## config.mk

```make
export PLATFORM = sky130hd
export DESIGN_NAME = edge_window_qualifier
export DESIGN_NICKNAME = d
export VERILOG_FILES = /design/src/rtl/ewq_pkg.sv /design/src/rtl/ewq_sync.sv /design/src/rtl/ewq_edge.sv /design/src/rtl/ewq_interval.sv /design/src/rtl/ewq_ctrl.sv /design/src/rtl/edge_window_qualifier.sv
export SDC_FILE = /design/constraint.sdc
export NUM_CORES = 1
export LEC_CHECK = 0
export BUFFER_PORTS_ARGS = -buffer_cell sky130_fd_sc_hd__buf_4
export CORE_UTILIZATION = 55
export CTS_CLUSTER_DIAMETER = 30
export DETAILED_ROUTE_END_ITERATION = 10
export GPL_TIMING_DRIVEN = 0
export MAX_ROUTING_LAYER = met4
export PLACE_DENSITY = 0.79
export SYNTH_ARGS = -nofsm -noshare
export SYNTH_HDL_FRONTEND = slang
export SYNTH_SLANG_ARGS = --single-unit
export TNS_END_PERCENT = 5
```

## constraint.sdc

```tcl
create_clock -name clk_i -period 4.4 [get_ports clk_i]
set_clock_uncertainty 0.2 [all_clocks]
set_input_delay 0.66 -clock clk_i [delete_from_list [all_inputs] [get_ports clk_i]]
set_output_delay 0.66 -clock clk_i [all_outputs]
set_load 0.005 [all_outputs]
```

## src/rtl/ewq_pkg.sv

```systemverilog
package ewq_pkg;
  typedef enum logic [1:0] {
    MODE_SLEEP   = 2'd0,
    MODE_STARTUP = 2'd1,
    MODE_CHECK   = 2'd2,
    MODE_RECV    = 2'd3
  } mode_e;
endpackage

```

## src/rtl/ewq_sync.sv

```systemverilog
module ewq_sync #(
  parameter int STAGES = 2
) (
  input  logic clk_i,
  input  logic rst_ni,
  input  logic d_i,
  output logic q_o
);
  logic [STAGES-1:0] sr_q;

  always_ff @(posedge clk_i or negedge rst_ni) begin
    if (!rst_ni) sr_q <= '0;
    else         sr_q <= {sr_q[STAGES-2:0], d_i};
  end

  assign q_o = sr_q[STAGES-1];
endmodule

```

## src/rtl/ewq_edge.sv

```systemverilog
module ewq_edge (
  input  logic clk_i,
  input  logic rst_ni,
  input  logic tick_i,
  input  logic d_i,
  output logic edge_o
);
  logic prev_q;

  // sample only on ticks so edges align to the slow timebase
  always_ff @(posedge clk_i or negedge rst_ni) begin
    if (!rst_ni)     prev_q <= 1'b0;
    else if (tick_i) prev_q <= d_i;
  end

  assign edge_o = tick_i && (d_i != prev_q);
endmodule

```

## src/rtl/ewq_interval.sv

```systemverilog
module ewq_interval #(
  parameter int CW = 8
) (
  input  logic          clk_i,
  input  logic          rst_ni,
  input  logic          tick_i,
  input  logic          edge_i,
  input  logic          run_i,
  input  logic [CW-1:0] lim_min_i,
  input  logic [CW-1:0] lim_max_i,
  output logic          ok_o,
  output logic          short_o,
  output logic          long_o,
  output logic          tmo_o
);
  localparam logic [CW-1:0] CNT_SAT = '1;

  logic [CW-1:0] cnt_q;
  logic [CW:0]   ivl;
  logic          below_min, at_max;

  // cnt_q holds ticks since last edge, excluding the current one
  always_ff @(posedge clk_i or negedge rst_ni) begin
    if (!rst_ni)                 cnt_q <= '0;
    else if (!run_i)             cnt_q <= '0;
    else if (tick_i) begin
      if (edge_i)                cnt_q <= '0;
      else if (cnt_q != CNT_SAT) cnt_q <= cnt_q + 1'b1;
    end
  end

  assign ivl       = {1'b0, cnt_q} + {{CW{1'b0}}, 1'b1};
  assign below_min = ivl < {1'b0, lim_min_i};
  assign at_max    = ivl >= {1'b0, lim_max_i};

  assign ok_o    = edge_i && !below_min && !at_max;
  assign short_o = edge_i && below_min && !at_max;
  assign long_o  = edge_i && at_max;
  assign tmo_o   = tick_i && !edge_i && at_max;
endmodule

```

## src/rtl/ewq_ctrl.sv

```systemverilog
module ewq_ctrl
  import ewq_pkg::*;
#(
  parameter int NW = 4
) (
  input  logic          clk_i,
  input  logic          rst_ni,
  input  logic          enable_i,
  input  logic          poll_i,
  input  logic          edge_i,
  input  logic          ok_i,
  input  logic          short_i,
  input  logic          long_i,
  input  logic          tmo_i,
  input  logic [NW-1:0] nbits_i,
  output mode_e         mode_o,
  output logic          pass_o,
  output logic          fail_o
);
  localparam logic [NW:0] ONE = {{NW{1'b0}}, 1'b1};

  mode_e         mode_q, mode_d;
  logic [NW-1:0] bits_q, bits_d;
  logic          pass_d, fail_d;
  logic [NW:0]   target, bits_inc;

  assign target   = (nbits_i == '0) ? ONE : {1'b0, nbits_i};
  assign bits_inc = {1'b0, bits_q} + ONE;

  always_comb begin
    mode_d = mode_q;
    bits_d = bits_q;
    pass_d = 1'b0;
    fail_d = 1'b0;
    if (poll_i) begin
      mode_d = MODE_SLEEP;
      bits_d = '0;
    end else begin
      case (mode_q)
        MODE_SLEEP: begin
          bits_d = '0;
          if (enable_i) mode_d = MODE_STARTUP;
        end
        MODE_STARTUP: begin
          if (tmo_i) begin
            fail_d = 1'b1;
            mode_d = MODE_SLEEP;
          end else if (edge_i) begin
            mode_d = MODE_CHECK;
          end
        end
        MODE_CHECK: begin
          if (short_i || long_i || tmo_i) begin
            fail_d = 1'b1;
            mode_d = MODE_SLEEP;
            bits_d = '0;
          end else if (ok_i) begin
            if (bits_inc >= target) begin
              pass_d = 1'b1;
              mode_d = MODE_RECV;
              bits_d = '0;
            end else begin
              bits_d = bits_inc[NW-1:0];
            end
          end
        end
        MODE_RECV: ;
        default: mode_d = MODE_SLEEP;
      endcase
    end
  end

  always_ff @(posedge clk_i or negedge rst_ni) begin
    if (!rst_ni) begin
      mode_q <= MODE_SLEEP;
      bits_q <= '0;
      pass_o <= 1'b0;
      fail_o <= 1'b0;
    end else begin
      mode_q <= mode_d;
      bits_q <= bits_d;
      pass_o <= pass_d;
      fail_o <= fail_d;
    end
  end

  assign mode_o = mode_q;
endmodule

```

## src/rtl/edge_window_qualifier.sv

```systemverilog
module edge_window_qualifier
  import ewq_pkg::*;
#(
  parameter int CW       = 8,
  parameter int NW       = 4,
  parameter int SYNC_STG = 2
) (
  input  logic          clk_i,
  input  logic          rst_ni,
  input  logic          tick_i,
  input  logic          enable_i,
  input  logic          poll_i,
  input  logic          dem_i,
  input  logic [CW-1:0] lim_min_i,
  input  logic [CW-1:0] lim_max_i,
  input  logic [NW-1:0] nbits_i,
  output logic          pass_o,
  output logic          fail_o,
  output logic [1:0]    mode_o
);
  logic  dem_s, edge_w, run_w;
  logic  ok_w, short_w, long_w, tmo_w;
  mode_e mode_w;

  ewq_sync #(.STAGES(SYNC_STG)) u_sync (
    .clk_i, .rst_ni, .d_i(dem_i), .q_o(dem_s)
  );

  ewq_edge u_edge (
    .clk_i, .rst_ni, .tick_i, .d_i(dem_s), .edge_o(edge_w)
  );

  assign run_w = (mode_w == MODE_STARTUP) || (mode_w == MODE_CHECK);

  ewq_interval #(.CW(CW)) u_ivl (
    .clk_i, .rst_ni, .tick_i,
    .edge_i(edge_w), .run_i(run_w),
    .lim_min_i, .lim_max_i,
    .ok_o(ok_w), .short_o(short_w), .long_o(long_w), .tmo_o(tmo_w)
  );

  ewq_ctrl #(.NW(NW)) u_ctrl (
    .clk_i, .rst_ni, .enable_i, .poll_i,
    .edge_i(edge_w), .ok_i(ok_w), .short_i(short_w),
    .long_i(long_w), .tmo_i(tmo_w), .nbits_i,
    .mode_o(mode_w), .pass_o, .fail_o
  );

  assign mode_o = mode_w;
endmodule

```

==> results.toml <==
[critical_path]
crit_slowest_cell = "a2111oi_4"
r2r-end = "u_ctrl.bits_q[2]"
timing.rr.start = "u_ivl.cnt_q[0]"
critPathBufInv = 1
startpoint_type = "flip-flop"
r2r_cells = 13
worstPathMaxFanout = 5
crit_type = "flip-flop to flip-flop"
cp_cell_sequence = "ha_1 -> and4_4 -> and2_1 -> clkbuf_1 -> xor2_1 -> ha_1 -> o21a_1 -> o21ai_0 -> o21ai_1 -> a211o_4 -> a2111oi_4 -> nand2_2 -> o311ai_2"
arrival_ps = 3990
r2r_slack_ps = 410
crit_top_cell = "ha_1"
crit_path_max_incr_delay_ps = 460
worstPathRequired_ps = 4410
critPathTopFamily = "compound AO/OA/AOI/OAI gates"
cp-end-kind = "flip-flop"

[route]
drtPass1Iterations = 7
vias = 1473
wl_mm = 3.57
top_layer = "met4"
route.met2.wl_mm = 1.67
remaining_drc_errors = 3
drtIter0Drc = 64
post_drt_wl_per_cell_um = 14.1
vias_per_cell = 5.80
ant_nets = 0
route.layer.met1.wl_mm = 1.67
wl_met3_um = 160

[synth]
synth_top_cell_area_share_pct = 28.1
yosysUniqueCellTypes = 42
post-synth-top-area-cell = "dfrtp_1"
synth_nets = 240
ys.flop_type = "dfrtp_1"
netlist_instances = 190
yosys-top-cells-area = "dfrtp_1 28%, ha_1 18%, inv_1 5.8%"
synth_edf_count = 0
yosys_warnings = 0
synth_seq_area_share_pct = 28.1
synth_common_cells = "26 x inv_1, 24 x ha_1, 19 x dfrtp_1, 12 x nand2_1, 12 x o21ai_0"
syn_area_um2 = 1690
syn_avg_cell_area_um2 = 8.90
synth_most_common_cell = "inv_1"
synth-async-reset-ratio_pct = 100
ys_ff_latch = 19

[power_and_ir_drop]
seq_power_share_pct = 42.6
p_int_uw = 295
clockPowerShare_pct = 20.2
total_power_uw = 449
power_density_nw_per_um2 = 228
ir_drop_mv = 0.218
switchingPower_uw = 154
combinationalPowerShare_pct = 37.2
swShare_pct = 34.3
cellLeakagePower_uw = 0.00105

[timing]
timing.final.crit_period_ps = 3990
hold_viol = 0
setup_tns_ps = 0
slew_violations = 0
fmax_mhz = 251
maxSlewHeadroom_pct = 49.4
setup_violations = 0
fin_crit_sh_pct = 90.6
layout_setup_ws_ps = 415
worst_pin_slew_ps = 756
rsz0062_at_grt = "no"

[clock_tree]
clock_tree.root_cell = "clkbuf_4"
postCtsHoldBufs = 0
cts_tree = "yes"
cts_buffer_depth = 2
clkTransAtPathRegs_ps = 110
clock_sinks = 19
post_cts_buffers = 0
cts_resized = 0
clk_latency_ps = 300
htreeDepth = 1
cts_buffers = 3

[floorplanning]
ioPinCount = 30
start_util_pct = 59.8
die_w_um = 57.4
rows = 19
fp.dieArea_um2 = 3300
design.core.area_um2 = 2830
die_h_um = 57.4

[grt]
grt_pass1_wl_mm = 6.29
first_global_vias = 1481
antenna_found_initial = 0
gr-total-overflow = 0
grt_max_degree = 20
grt_usage_pct = 25.0

[finish]
nNetsFinal = 274
antennaDiodeCount = 0
drive_gt1_share_pct = 19.7
syn2layout_area_growth_pct = 16.7

[outcome]
violations = "design-rule violations"
status = "finished with violations"

[flow_run]
maxCapViolCount = 0

[worst_hold_path]
hold_path_class = "primary input to async pin"

[placed_design]
dp_hpwl_mm = 2.87
gp_congestion = 0.835
pre_cts_ws_ps = 298
io_buffer_count = 29
power groups by stage:
| stage | sequential (uW) | combinational (uW) | clock, uW |
|---|---|---|---|
| 2_1_floorplan | 194 | 110 | 0 |
| 3_3_place_gp | 194 | 159 | 0 |
| 3_5_place_dp | 195 | 165 | 0 |
| 4_1_cts | 192 | 166 | 90.7 |
| 5_1_grt | 193 | 188 | 101 |
| 6_report | 191 | 167 | 90.6 |
cell usage in the layout (no fill, tap or decap), types with 3 or more instances in the layout:
master	n
nor2_1	7
inv_1	26
a21oi_1	9
o21ai_0	12
xnor2_1	4
clkbuf_4	3
a31oi_1	6
xor2_1	6
nor2b_1	5
clkbuf_1	4
ha_1	24
a22oi_1	3
nand2_1	12
buf_4	29
nand3_1	11
and2_1	4
a21o_1	5
dfrtp_1	19
kinds of logic (layout without fill, tap and decap cells):
group,after synthesis,after routing,share of synthesized area [%]
AOI/OAI and AO/OA,54,54,24.9
xor gates and xnor gates,10,10,5.18
adders and majority gates,24,24,17.8
buffers and inverters,29,62,6.44
DFF,19,19,28.1
muxes,2,2,1.26
and+or+nand+nor,52,52,16.3
layout make-up:
class | count | area (um^2)
flip-flops and latches | 19 | 475
multi-input cells | 142 | 1110
inverters | 26 | 97.6
plain buffers | 3 | 11.3
clock buffers | 4 | 26.3
well taps | 31 | 38.8
fillers | 238 | 856
repair buffers | 29 | 218
worst max-delay path by stage:
| stage | startpoint | endpoint | slack [ps] | cells past startpoint |
|---|---|---|---|---|
| global placement | u_ivl.cnt_q[0] | u_ctrl.bits_q[2] | 430 | 13 |
| global route | u_ivl.cnt_q[0] | u_ctrl.bits_q[2] | 100 | 13 |
| floorplan | u_ivl.cnt_q[0] | u_ctrl.bits_q[2] | 920 | 13 |
| detailed placement | u_ivl.cnt_q[0] | u_ctrl.bits_q[2] | 300 | 13 |
| finish | u_ivl.cnt_q[0] | u_ctrl.bits_q[2] | 410 | 13 |
| CTS | u_ivl.cnt_q[0] | u_ctrl.bits_q[2] | 290 | 13 |
flip-flops by register name (all words and copies together), names as in the netlist:
register / count
u_edge.prev_q: 1
u_ctrl.bits_q: 4
u_ctrl.mode_o: 2
u_ctrl.pass_o: 1
u_sync.sr_q: 2
u_ivl.cnt_q: 8
u_ctrl.fail_o: 1
worst register-to-register path, stage by stage (launching register included):
cell	delay [ps]
dfrtp_1	440
ha_1	270
and4_4	280
and2_1	130
clkbuf_1	220
xor2_1	280
ha_1	300
o21a_1	110
o21ai_0	290
o21ai_1	220
a211o_4	380
a2111oi_4	460
nand2_2	110
o311ai_2	230
layer usage:
metal | track usage (%) | up-vias
met4 | 9.76 | 0
met5 | - | -
met3 | 3.17 | 8
met2 | 41.2 | 39
li1 | - | 750
met1 | 31.2 | 676
metrics by stage:
step	hold WS [ps]	util [%]	std cells	instance area, um^2
after floorplan	131	-	190	1690
after global placement	142	68.8	250	1950
after detailed placement	151	68.8	250	1950
after CTS	21.3	69.7	254	1970
after global routing	11.1	69.7	254	1970
final	12.7	69.7	254	1970
(Power assumes the default switching activity.)
